`src/rtl/cache_lock_pkg.sv`:
```
`timescale 1ns/1ps
package cache_lock_pkg;

    // Register offsets (bytes)
    localparam int OFF_CFG   = 'h00;
    localparam int OFF_MASK  = 'h08;
    localparam int OFF_STAT  = 'h0C;

    // Configuration bit positions
    localparam int CFG_WB_POS = 8;
    localparam int CFG_SB_POS = 2;
    localparam int CFG_IC_POS = 1;
    localparam int CFG_DC_POS = 0;

    // Status bit positions
    localparam int STAT_IC_POS = 1;
    localparam int STAT_DC_POS = 0;

    // Cache indices on the lock vector
    localparam int CACHE_D   = 0;
    localparam int CACHE_I   = 1;
    localparam int N_CACHES  = 2;

    typedef struct packed {
        logic wb_en;
        logic sw_brk;
        logic ic_en;
        logic dc_en;
    } cfg_t;

    localparam cfg_t CFG_RESET = '{wb_en: 1'b1, sw_brk: 1'b1, ic_en: 1'b0, dc_en: 1'b0};

endpackage

```
`src/rtl/clc_regbank.sv`:
```
`timescale 1ns/1ps
module clc_regbank
    import cache_lock_pkg::*;
#(
    parameter int ADDR_W  = 8,
    parameter int DATA_W  = 32,
    parameter int LEVEL_W = 3
) (
    input  logic                     clk,
    input  logic                     rst_n,
    input  logic                     wr_en,
    input  logic [ADDR_W-1:0]        addr,
    input  logic [DATA_W-1:0]        wdata,
    output cfg_t                     cfg,
    output logic [(1<<LEVEL_W)-1:0]  mask
);
    localparam int MASK_W = 1 << LEVEL_W;

    typedef struct packed {
        cfg_t              cfg;
        logic [MASK_W-1:0] mask;
    } state_t;

    state_t st_d, st_q;

    logic hit_cfg, hit_mask;
    assign hit_cfg  = (addr == ADDR_W'(OFF_CFG));
    assign hit_mask = (addr == ADDR_W'(OFF_MASK));

    always_comb begin
        st_d = st_q;
        if (wr_en && hit_cfg) begin
            st_d.cfg.wb_en  = wdata[CFG_WB_POS];
            st_d.cfg.sw_brk = wdata[CFG_SB_POS];
            st_d.cfg.ic_en  = wdata[CFG_IC_POS];
            st_d.cfg.dc_en  = wdata[CFG_DC_POS];
        end
        if (wr_en && hit_mask) begin
            st_d.mask = wdata[MASK_W-1:0];
        end
    end

    always_ff @(posedge clk or negedge rst_n) begin
        if (!rst_n) begin
            st_q.cfg  <= CFG_RESET;
            st_q.mask <= '0;
        end else begin
            st_q <= st_d;
        end
    end

    logic unused_wdata;
    assign unused_wdata = ^wdata;

    assign cfg  = st_q.cfg;
    assign mask = st_q.mask;

endmodule

```
`src/rtl/clc_lock_sel.sv`:
```
`timescale 1ns/1ps
module clc_lock_sel #(
    parameter int LEVEL_W  = 3,
    parameter int N_CACHE  = 2
) (
    input  logic [(1<<LEVEL_W)-1:0] mask,
    input  logic [LEVEL_W-1:0]      level,
    input  logic [N_CACHE-1:0]      cache_en,
    output logic [N_CACHE-1:0]      lock
);
    logic level_hit;
    assign level_hit = mask[level];

    for (genvar g = 0; g < N_CACHE; g++) begin : g_cache
        assign lock[g] = cache_en[g] & level_hit;
    end

endmodule

```
`src/rtl/clc_rd_mux.sv`:
```
`timescale 1ns/1ps
module clc_rd_mux
    import cache_lock_pkg::*;
#(
    parameter int ADDR_W  = 8,
    parameter int DATA_W  = 32,
    parameter int LEVEL_W = 3
) (
    input  logic [ADDR_W-1:0]        addr,
    input  cfg_t                     cfg,
    input  logic [(1<<LEVEL_W)-1:0]  mask,
    input  logic                     ic_locked,
    input  logic                     dc_locked,
    output logic [DATA_W-1:0]        rdata
);
    localparam int MASK_W = 1 << LEVEL_W;

    always_comb begin
        rdata = '0;
        if (addr == ADDR_W'(OFF_CFG)) begin
            rdata[CFG_WB_POS] = cfg.wb_en;
            rdata[CFG_SB_POS] = cfg.sw_brk;
            rdata[CFG_IC_POS] = cfg.ic_en;
            rdata[CFG_DC_POS] = cfg.dc_en;
        end else if (addr == ADDR_W'(OFF_MASK)) begin
            rdata[MASK_W-1:0] = mask;
        end else if (addr == ADDR_W'(OFF_STAT)) begin
            rdata[STAT_IC_POS] = ic_locked;
            rdata[STAT_DC_POS] = dc_locked;
        end
    end

endmodule

```
`src/rtl/cache_lock_ctrl.sv`:
```
`timescale 1ns/1ps
module cache_lock_ctrl
    import cache_lock_pkg::*;
#(
    parameter int ADDR_W  = 8,
    parameter int DATA_W  = 32,
    parameter int LEVEL_W = 3
) (
    input  logic               clk,
    input  logic               rst_n,
    input  logic               bus_wr,
    input  logic [ADDR_W-1:0]  bus_addr,
    input  logic [DATA_W-1:0]  bus_wdata,
    output logic [DATA_W-1:0]  bus_rdata,
    input  logic [LEVEL_W-1:0] int_level,
    output logic               icache_en,
    output logic               dcache_en,
    output logic               wbuf_en,
    output logic               swbrk_en,
    output logic               icache_lock,
    output logic               dcache_lock
);
    localparam int MASK_W = 1 << LEVEL_W;

    cfg_t                cfg;
    logic [MASK_W-1:0]   lock_mask;
    logic [N_CACHES-1:0] cache_en;
    logic [N_CACHES-1:0] cache_lock;

    clc_regbank #(
        .ADDR_W (ADDR_W),
        .DATA_W (DATA_W),
        .LEVEL_W(LEVEL_W)
    ) u_regs (
        .clk  (clk),
        .rst_n(rst_n),
        .wr_en(bus_wr),
        .addr (bus_addr),
        .wdata(bus_wdata),
        .cfg  (cfg),
        .mask (lock_mask)
    );

    assign cache_en[CACHE_I] = cfg.ic_en;
    assign cache_en[CACHE_D] = cfg.dc_en;

    clc_lock_sel #(
        .LEVEL_W(LEVEL_W),
        .N_CACHE(N_CACHES)
    ) u_sel (
        .mask    (lock_mask),
        .level   (int_level),
        .cache_en(cache_en),
        .lock    (cache_lock)
    );

    clc_rd_mux #(
        .ADDR_W (ADDR_W),
        .DATA_W (DATA_W),
        .LEVEL_W(LEVEL_W)
    ) u_rd (
        .addr     (bus_addr),
        .cfg      (cfg),
        .mask     (lock_mask),
        .ic_locked(cache_lock[CACHE_I]),
        .dc_locked(cache_lock[CACHE_D]),
        .rdata    (bus_rdata)
    );

    assign icache_en   = cfg.ic_en;
    assign dcache_en   = cfg.dc_en;
    assign wbuf_en     = cfg.wb_en;
    assign swbrk_en    = cfg.sw_brk;
    assign icache_lock = cache_lock[CACHE_I];
    assign dcache_lock = cache_lock[CACHE_D];

endmodule

```
`config.mk`:
```
export PLATFORM = sky130hd
export DESIGN_NAME = cache_lock_ctrl
export DESIGN_NICKNAME = d
export VERILOG_FILES = /design/src/rtl/cache_lock_pkg.sv /design/src/rtl/clc_regbank.sv /design/src/rtl/clc_lock_sel.sv /design/src/rtl/clc_rd_mux.sv /design/src/rtl/cache_lock_ctrl.sv
export SDC_FILE = /design/constraint.sdc
export NUM_CORES = 1
export LEC_CHECK = 0
export ABC_AREA = 1
export BUFFER_PORTS_ARGS = -buffer_cell sky130_fd_sc_hd__clkbuf_2
export CORE_MARGIN = 4
export CORE_UTILIZATION = 40
export DETAILED_ROUTE_END_ITERATION = 7
export PLACE_DENSITY = 0.85
export SLEW_MARGIN = 20
export SYNTH_ARGS = -nofsm -noshare
export SYNTH_HDL_FRONTEND = slang
export SYNTH_SLANG_ARGS = --single-unit
```
`constraint.sdc`:
```
create_clock -name clk -period 1.7 [get_ports clk]
set_input_delay 0.085 -clock clk [delete_from_list [all_inputs] [get_ports clk]]
set_output_delay 0.085 -clock clk [all_outputs]
set_load 0.005 [all_outputs]
```
==> flow_metrics.env, run 1 <==
export IMPL_wl_per_cell_um=9.242
export IMPL_dr_pass1_iters=4
export IMPL_finalCriticalPeriod_ns=1.385
export IMPL_final_common_cell="clkbuf_2"
export IMPL_cp_end_kind="output pin"
export IMPL_yosys_cell_types_count=20
export IMPL_syn_to_final_growth_pct=16.47
export IMPL_start_kind="flop"
export IMPL_report_final_slew_viol_count=0
export IMPL_antenna_found_initial=0
export IMPL_fin_skew_ns=0
export IMPL_cts_root_buf="clkbuf_4"
export IMPL_h_tree_depth=1
export IMPL_ys_top_cells_by_area="dfrtp_1 27%, buf_4 18%, nand2_1 8.8%"
export IMPL_clock_latency_ns=0.26
export IMPL_share_seq_of_total_power_pct=52.1
export IMPL_switching_share_pct=27.06
export IMPL_cts_buffers_inserted=3
export IMPL_worstPathMaxFanout=3
export IMPL_cts_setup_buffers=0
export IMPL_ir_drop_v=0.0004404
export IMPL_grt_overflow=0
export IMPL_drc_errors=0
export IMPL_synth_avg_cell_area_um2=7.477
export IMPL_start_util_pct=42.18
export IMPL_drtAntennaViolNets=0
export IMPL_ctsLongestPathBuffers=2
export IMPL_nets=213
export IMPL_synth_top_area_share_pct=26.56
export IMPL_ys_seq_area_share_pct=32.14
export IMPL_leakage_nw=0.6455
export IMPL_pin_count=84
export IMPL_rows=17
export IMPL_grt_max_degree=17
export IMPL_diodes=0
export IMPL_drt_iter0_drc=20
export IMPL_switchingPower_mw=0.1608
export IMPL_ys_warn_count=0
export IMPL_synth_area_leader_cell="dfrtp_1"
export IMPL_grt_pass1_wl_um=2891
export IMPL_final_setup_viol_count=0
export IMPL_tns_ns=0
export IMPL_clock_sinks=12
export IMPL_grt_pass1_vias=753
export IMPL_p_per_area_nw_per_um2=541.4
export IMPL_die_area_um2=3196
export IMPL_routabilityCongestion=0.7160
export IMPL_syn_instance_count=126
export IMPL_via_count=836
export IMPL_crit_type="reg -> out"
export IMPL_p_clk_share_pct=29.9
export IMPL_cts_resized_gates=0
export IMPL_drive_gt1_share_pct=35.54
export IMPL_mostFrequentLayoutCells="37 x clkbuf_2, 23 x conb_1, 22 x nand2_1"
export IMPL_fmax_mhz=722.3
export IMPL_hp_class="in -> reg"
export IMPL_cts_tree="done"
export IMPL_ff2ff_path_depth=2
export IMPL_fin_crit_sh_pct=81.44
export IMPL_status="complete, no violations"
export IMPL_rsz0062_at_grt="no"
export IMPL_synth_seq_cells=12
export IMPL_finalHoldViolCount=0
export IMPL_die_h_um=56.53
export IMPL_critPathRequiredTime_ns=1.62
export IMPL_hpwl_um=1507
export IMPL_postCtsHoldBufs=1
export IMPL_syn_cell_area_um2=942.2
export IMPL_clk_pin_slew_ns=0.07
export IMPL_io_buffers=37
export IMPL_min_path_cells=3
export IMPL_grt_total_usage_pct=11.05
export IMPL_worst_endpoint_arrival_ns=1.30
export IMPL_final_core_util_pct=49.13
export IMPL_core_um2=2233
export IMPL_vias_per_cell=4.309
export IMPL_die_x_um=56.53
export IMPL_cap_violations=0
export IMPL_routed_wl_um=1793
export IMPL_nFillCells=242
export IMPL_intPower_mw=0.4334
export IMPL_comb_power_share_pct=18.0
[area by class of cell]
class	count	area, µm²	area share (%)
Multi-Input combinational cell	94	470.5	42.87
Sequential cell	12	302.8	27.59
Timing Repair Buffer	38	195.2	17.79
Inverter	18	67.56	6.157
Tap cell	28	35.03	3.193
Clock buffer	4	26.28	2.395
[per-stage QoR]
stage	hold WS [ns]	instance area (µm²)	power, mW	setup WS, ns	instances
global placement	-0.02293	1061	0.4173	0.5005	189
global route	0.02517	1097	0.6337	0.1780	194
finish	0.01379	1097	0.5941	0.3155	194
detailed placement	-0.02320	1061	0.4188	0.5067	189
floorplan	-0.2106	1025	0.4072	0.7934	148
CTS	0.01209	1097	0.6011	0.2990	194
[registers in the layout, indices dropped and copies added (netlist names)]
signal       cells
u_regs.mask      8
u_regs.cfg       4
[worst max-delay path, cell delays in order (launching register included)]
cell and delay [ns]:
dfrtp_1 0.37, inv_1 0.10, nand2_1 0.06, nand3_1 0.08
nand3_1 0.12, nand4_1 0.12, nand3_1 0.07, clkbuf_2 0.11
[final timing paths]
kind / from / to / slack [ns]
min reg2reg: u_regs.cfg[3] / u_regs.cfg[3] / 0.47
max: u_regs.mask[3] / bus_rdata[1] / 0.32
min in group asynchronous: rst_n / u_regs.mask[5] / 0.22
min: bus_wdata[8] / u_regs.cfg[3] / 0.01
max in group asynchronous: rst_n / u_regs.cfg[3] / 1.19
max reg2reg: u_regs.cfg[2] / u_regs.cfg[2] / 0.97
[synth_stat cells]
library cell and instances:
a21oi_2 5, nand3_2 1, nor2_1 15, o21ai_1 3
conb_1 1, buf_6 1, nor2_4 2, dfstp_2 2
nand3_1 10, o21ai_0 1, nor3_4 1, o21ai_2 3
nand2_4 1, buf_4 23, and2_2 1, nand2_2 3
inv_1 18, nand4_1 3, dfrtp_1 10, nand2_1 22
[cells by family (layout without fill, tap and decap cells)]
logic type / count (synthesis) / after routing / synth area share, %
simple gates: 59 / 59 / 31.21
other cells: 1 / 23 / 0.3980
compound gates: 12 / 12 / 9.561
buf+inv: 42 / 60 / 26.69
flops: 12 / 12 / 32.14
[power by group through the flow]
| stage | Combinational [mW] | Sequential (mW) | Clock [mW] |
|---|---|---|---|
| floorplan | 0.0941 | 0.313 | 0 |
| global placement | 0.104 | 0.314 | 0 |
| detailed placement | 0.104 | 0.314 | 0 |
| CTS | 0.107 | 0.309 | 0.185 |
| global route | 0.124 | 0.311 | 0.199 |
| finish | 0.107 | 0.309 | 0.178 |
[layer usage]
layer  track usage [%]  vias to the layer above  wire length, µm
met5                 0                        -                0
met4             5.085                        0                0
met3             2.069                        0              185
met2             18.32                       40              911
met1             13.72                      372              695
li1                  -                      424                -
Note: power is estimated with default switching activity, not from simulation.
==> run 2, diff against run 1 <==
--- a/config.mk
+++ b/config.mk
@@ -8,9 +8,9 @@
 export ABC_AREA = 1
 export BUFFER_PORTS_ARGS = -buffer_cell sky130_fd_sc_hd__clkbuf_2
 export CORE_MARGIN = 4
-export CORE_UTILIZATION = 40
+export CORE_UTILIZATION = 34
 export DETAILED_ROUTE_END_ITERATION = 7
-export PLACE_DENSITY = 0.85
+export PLACE_DENSITY = 0.77
 export SLEW_MARGIN = 20
 export SYNTH_ARGS = -nofsm -noshare
 export SYNTH_HDL_FRONTEND = slang
==> constraint.sdc (replaced) <==
create_clock -name clk -period 1.2 [get_ports clk]
set_input_delay 0.06 -clock clk [delete_from_list [all_inputs] [get_ports clk]]
set_output_delay 0.06 -clock clk [all_outputs]
set_load 0.005 [all_outputs]
==> run 2 against run 1 <==
Compared with the run above:
- the run now ends with setup timing left
- die area rose by 15%
- sequential share of layout area down 3.0 points
- sequential power up 42%
- utilization down 1.2 points
- via count up 2.0%
- critical endpoint unchanged
- largest cell class unchanged
- highest routed layer is now met4
==> flow_metrics.env, run 2 (same netlist as run 1, synthesis figures left out) <==
export IMPL_syn_to_final_growth_pct=30.54
export IMPL_grt_pass1_vias=777
export IMPL_cp_end_kind="output pin"
export IMPL_tns_ns=-0.4960
export IMPL_r2r_start="u_regs.mask[1]"
export IMPL_h_tree_depth=1
export IMPL_ff2ff_path_depth=4
export IMPL_mostFrequentLayoutCells="35 x clkbuf_2, 23 x conb_1, 21 x nand2_1"
export IMPL_io_buffers=37
export IMPL_finalHoldViolCount=0
export IMPL_grt_pass1_wl_um=3201
export IMPL_cts_root_buf="clkbuf_4"
export IMPL_crit_start="u_regs.mask[2]"
export IMPL_hold_end="u_regs.cfg[2]"
export IMPL_drt_iter0_drc=17
export IMPL_grt_total_usage_pct=11.59
export IMPL_layout_cells_non_filler=207
export IMPL_diodes=0
export IMPL_cts_buffers_inserted=3
export IMPL_die_area_um2=3677
export IMPL_reg_top3="u_regs.mask (8), u_regs.cfg (4)"
export IMPL_critPathRequiredTime_ns=1.14
export IMPL_intPower_mw=0.6901
export IMPL_p_clk_share_pct=33.8
export IMPL_grt_max_degree=17
export IMPL_min_path_cells=3
export IMPL_worst_endpoint_arrival_ns=1.28
export IMPL_die_h_um=60.64
export IMPL_nets=224
export IMPL_rows=18
export IMPL_final_setup_viol_count=4
export IMPL_wl_per_cell_um=10.73
export IMPL_worstPathMaxFanout=3
export IMPL_largest_reg_flops=8
export IMPL_hpwl_um=1693
export IMPL_finalCriticalPeriod_ns=1.341
export IMPL_via_count=853
export IMPL_hp_class="in -> reg"
export IMPL_fin_crit_sh_pct=111.7
export IMPL_core_um2=2567
export IMPL_cts_tree="done"
export IMPL_fmax_mhz=746.0
export IMPL_leakage_nw=0.7071
export IMPL_pin_count=84
export IMPL_final_common_cell="clkbuf_2"
export IMPL_comb_power_share_pct=20.0
export IMPL_routed_wl_um=2222
export IMPL_clk_pin_slew_ns=0.07
export IMPL_ir_drop_v=0.0006149
export IMPL_drc_errors=0
export IMPL_reg2reg_slack_ns=0.35
export IMPL_switching_share_pct=27.25
export IMPL_antenna_found_initial=0
export IMPL_share_seq_of_total_power_pct=46.2
export IMPL_report_final_slew_viol_count=0
export IMPL_rsz0062_at_grt="yes"
export IMPL_clock_sinks=12
export IMPL_clock_latency_ns=0.27
export IMPL_dr_pass1_iters=4
export IMPL_fin_skew_ns=0
export IMPL_grt_overflow=0
export IMPL_switchingPower_mw=0.2585
export IMPL_vias_per_cell=4.121
export IMPL_drtAntennaViolNets=0
export IMPL_min_from="bus_wdata[2]"
export IMPL_largest_register="u_regs.mask"
export IMPL_nFillCells=253
export IMPL_status="complete, but fails checks"
export IMPL_fin_ws_ns=-0.1405
export IMPL_ctsLongestPathBuffers=2
export IMPL_regToRegEndpoint="u_regs.mask[1]"
export IMPL_crit_type="reg -> out"
export IMPL_start_util_pct=36.70
export IMPL_dp_cells=193
export IMPL_start_kind="flop"
export IMPL_routabilityCongestion=0.7210
export IMPL_p_per_area_nw_per_um2=771.3
export IMPL_drive_gt1_share_pct=47.46
export IMPL_cap_violations=0
export IMPL_die_x_um=60.64
export IMPL_violations="setup timing"
-- run 2: worst max-delay path, stage by stage, from the launching register on --
cell     delay, ns
dfrtp_1       0.38
inv_1         0.07
nand2_1       0.07
nand3_2       0.09
nand3_2       0.11
nand4_1       0.09
nand3_1       0.08
buf_2         0.13
-- run 2: cell type report --
type | count | area [µm²] | share of cell area (%)
clock buffer | 4 | 36.28 | 2.950
tap | 30 | 37.54 | 3.052
inverter | 18 | 67.56 | 5.493
timing repair buffer | 49 | 280.3 | 22.79
sequential | 12 | 302.8 | 24.62
multi-input combinational | 94 | 505.5 | 41.10
-- run 2: routing by layer --
metal,share of wire (%),global-route usage [%]
met2,52,19.54
met4,1.5,4.954
met5,0,0
met3,7.6,2.340
met1,39,14.30
-- run 2: worst max path at each step --
stage                                end  slack (ns)
final                       bus_rdata[1]       -0.14
after detailed placement    bus_rdata[4]        0.07
after floorplan           u_regs.mask[1]        0.32
after global routing        bus_rdata[1]       -0.22
after global placement      bus_rdata[4]        0.07
after CTS                   bus_rdata[0]       -0.12
-- run 2: repair_timing --
action	CTS	global route
hold endpoints to repair	13	0
buffers inserted	5	3
hold buffers	2	0
resized for setup	8	8
pin swaps	3	6
setup endpoints to repair	4	10
-- run 2: stage by stage --
step                      cell area, µm²  power [mW]  setup WS (ns)  utilization (%)  hold WS (ns)
final                               1230      0.9487        -0.1405            47.90      0.009921
after global routing                1230       1.011        -0.2212            47.90       0.01784
after global placement              1079      0.5934        0.07015            42.01      -0.04203
after detailed placement            1079      0.5973        0.06583            42.01      -0.03718
after CTS                           1187      0.9453        -0.1178            46.25      0.004235
after floorplan                     1025      0.5769         0.3184                -       -0.2356
-- run 2: power by group through the flow --
| stage | clock, mW | combinational [mW] | sequential (mW) |
|---|---|---|---|
| floorplan | 0 | 0.133 | 0.444 |
| global placement | 0 | 0.149 | 0.445 |
| detailed placement | 0 | 0.152 | 0.446 |
| CTS | 0.332 | 0.175 | 0.438 |
| global route | 0.354 | 0.216 | 0.440 |
| finish | 0.321 | 0.189 | 0.438 |
==> run 3, diff against run 2 <==
--- a/config.mk
+++ b/config.mk
@@ -6,7 +6,7 @@
 export NUM_CORES = 1
 export LEC_CHECK = 0
 export ABC_AREA = 1
-export BUFFER_PORTS_ARGS = -buffer_cell sky130_fd_sc_hd__clkbuf_2
+export BUFFER_PORTS_ARGS = -buffer_cell sky130_fd_sc_hd__buf_2
 export CORE_MARGIN = 4
 export CORE_UTILIZATION = 34
 export DETAILED_ROUTE_END_ITERATION = 7
==> run 3 against run 2 <==
Compared with the run above:
- clock power fell by 25%
- clock-buffer cell count fell by 1
- sequential share of layout area rose by 0.70 points
- worst setup slack improved by 0.042 ns
- combinational power fell by 5%
- register-to-register slack improved by 0.04 ns
- the flow still finishes with violations (setup timing)
- final cell count fell by 1.4%
- largest power group unchanged
- worst hold slack improved by 0.0095 ns
==> flow_metrics.env, run 3 (same netlist as run 1, synthesis figures left out) <==
export IMPL_syn_to_final_growth_pct=26.96
export IMPL_cts_buffers_inserted=3
export IMPL_antenna_found_initial=0
export IMPL_io_buffers=37
export IMPL_grt_overflow=0
export IMPL_grt_pass1_vias=710
export IMPL_largest_register="u_regs.mask"
export IMPL_final_common_cell="buf_2"
export IMPL_cap_violations=0
export IMPL_final_core_util_pct=46.59
export IMPL_hpwl_um=1677
export IMPL_clk_pin_slew_ns=0.07
export IMPL_routabilityCongestion=0.7180
export IMPL_fin_ws_ns=-0.09805
export IMPL_start_util_pct=36.70
export IMPL_crit_type="reg -> out"
export IMPL_clock_sinks=12
export IMPL_fmax_mhz=770.4
export IMPL_h_tree_depth=1
export IMPL_final_setup_viol_count=4
export IMPL_hp_class="in -> reg"
export IMPL_drtAntennaViolNets=0
export IMPL_critPathRequiredTime_ns=1.14
export IMPL_start_kind="flop"
export IMPL_status="complete, but fails checks"
export IMPL_drive_gt1_share_pct=46.55
export IMPL_hold_end="u_regs.cfg[3]"
export IMPL_leakage_nw=0.6963
export IMPL_grt_max_degree=17
export IMPL_dr_pass1_iters=4
export IMPL_regToRegEndpoint="u_regs.cfg[2]"
export IMPL_min_from="bus_wdata[8]"
export IMPL_vias_per_cell=4.152
export IMPL_power_total_mw=0.8591
export IMPL_via_count=847
export IMPL_drt_iter0_drc=29
export IMPL_cts_root_buf="clkbuf_4"
export IMPL_rows=18
export IMPL_die_area_um2=3677
export IMPL_rsz0062_at_grt="yes"
export IMPL_clock_latency_ns=0.26
export IMPL_violations="setup timing"
export IMPL_finalHoldViolCount=0
export IMPL_report_final_slew_viol_count=0
export IMPL_cp_end_kind="output pin"
export IMPL_diodes=0
export IMPL_fin_skew_ns=0
export IMPL_ff2ff_path_depth=3
export IMPL_grt_pass1_wl_um=2884
export IMPL_reg2reg_slack_ns=0.39
export IMPL_ir_drop_v=0.0004999
export IMPL_largest_reg_flops=8
export IMPL_pin_count=84
export IMPL_fin_crit_sh_pct=108.2
export IMPL_wl_per_cell_um=10.41
export IMPL_routed_wl_um=2124
export IMPL_p_per_area_nw_per_um2=718.2
export IMPL_die_h_um=60.64
export IMPL_finalCriticalPeriod_ns=1.298
export IMPL_grt_total_usage_pct=10.32
export IMPL_worst_endpoint_arrival_ns=1.24
export IMPL_min_path_cells=3
export IMPL_holdWs_ns=0.01943
export IMPL_r2r_start="u_regs.cfg[2]"
export IMPL_die_x_um=60.64
export IMPL_worstPathMaxFanout=3
export IMPL_reg_top3="u_regs.mask (8), u_regs.cfg (4)"
export IMPL_cts_tree="done"
export IMPL_mostFrequentLayoutCells="37 x buf_2, 23 x conb_1, 22 x nand2_1"
export IMPL_nets=222
export IMPL_core_um2=2567
export IMPL_drc_errors=0
export IMPL_ctsLongestPathBuffers=2
==> run 3: layout make-up <==
type / instances / area, µm²
tap: 30 / 37.54
clock buffer: 3 / 22.52
sequential: 12 / 302.8
timing repair buffer: 47 / 262.8
fill: 290 / 1371
multi-input combinational: 94 / 503.0
inverter: 18 / 67.56
==> run 3: timing repair <==
action | CTS | global route
endpoints found under the setup margin | 5 | 9
pin swaps | 6 | 4
hold buffers | 1 | 0
resized for setup | 7 | 7
endpoints found under the hold margin | 12 | 0
buffers inserted | 3 | 4
==> run 3: stage by stage <==
| stage | cell area, µm² | setup TNS [ns] | instances | setup slack (ns) |
|---|---|---|---|---|
| detailed placement | 1079 | 0 | 193 | 0.04463 |
| floorplan | 1025 | 0 | 148 | 0.3184 |
| global route | 1196 | -0.7671 | 204 | -0.2185 |
| CTS | 1144 | -0.3855 | 200 | -0.1144 |
| finish | 1196 | -0.3157 | 204 | -0.09805 |
| global placement | 1079 | 0 | 193 | 0.03113 |
==> run 3: how the worst max path moves through the flow <==
stage / startpoint / end / slack (ns)
after floorplan: bus_addr[5] / u_regs.mask[1] / 0.32
after global placement: bus_addr[5] / bus_rdata[6] / 0.03
after detailed placement: bus_addr[5] / bus_rdata[5] / 0.04
after CTS: u_regs.mask[4] / bus_rdata[1] / -0.11
after global routing: u_regs.mask[2] / bus_rdata[1] / -0.22
final: u_regs.mask[2] / bus_rdata[1] / -0.1
==> run 3: power by group <==
group          switching, mW  internal [mW]  total [mW]  leakage [nW]
Combinational          0.104         0.0745       0.179         0.548
Sequential            0.0132          0.426       0.439         0.135
Clock                  0.125          0.116       0.241        0.0138
==> run 3: critical path: stages, from the launching register on <==
cell	delay, ns
dfrtp_1	0.39
inv_1	0.07
nand2_1	0.06
nand3_2	0.06
nand3_2	0.10
nand4_1	0.10
nand3_1	0.07
buf_2	0.13
==> run 3: routing by layer <==
metal	track usage, %	wire (µm)
met2	16.95	1046
met5	0	0
met1	13.28	880
met4	3.715	10
met3	2.340	186
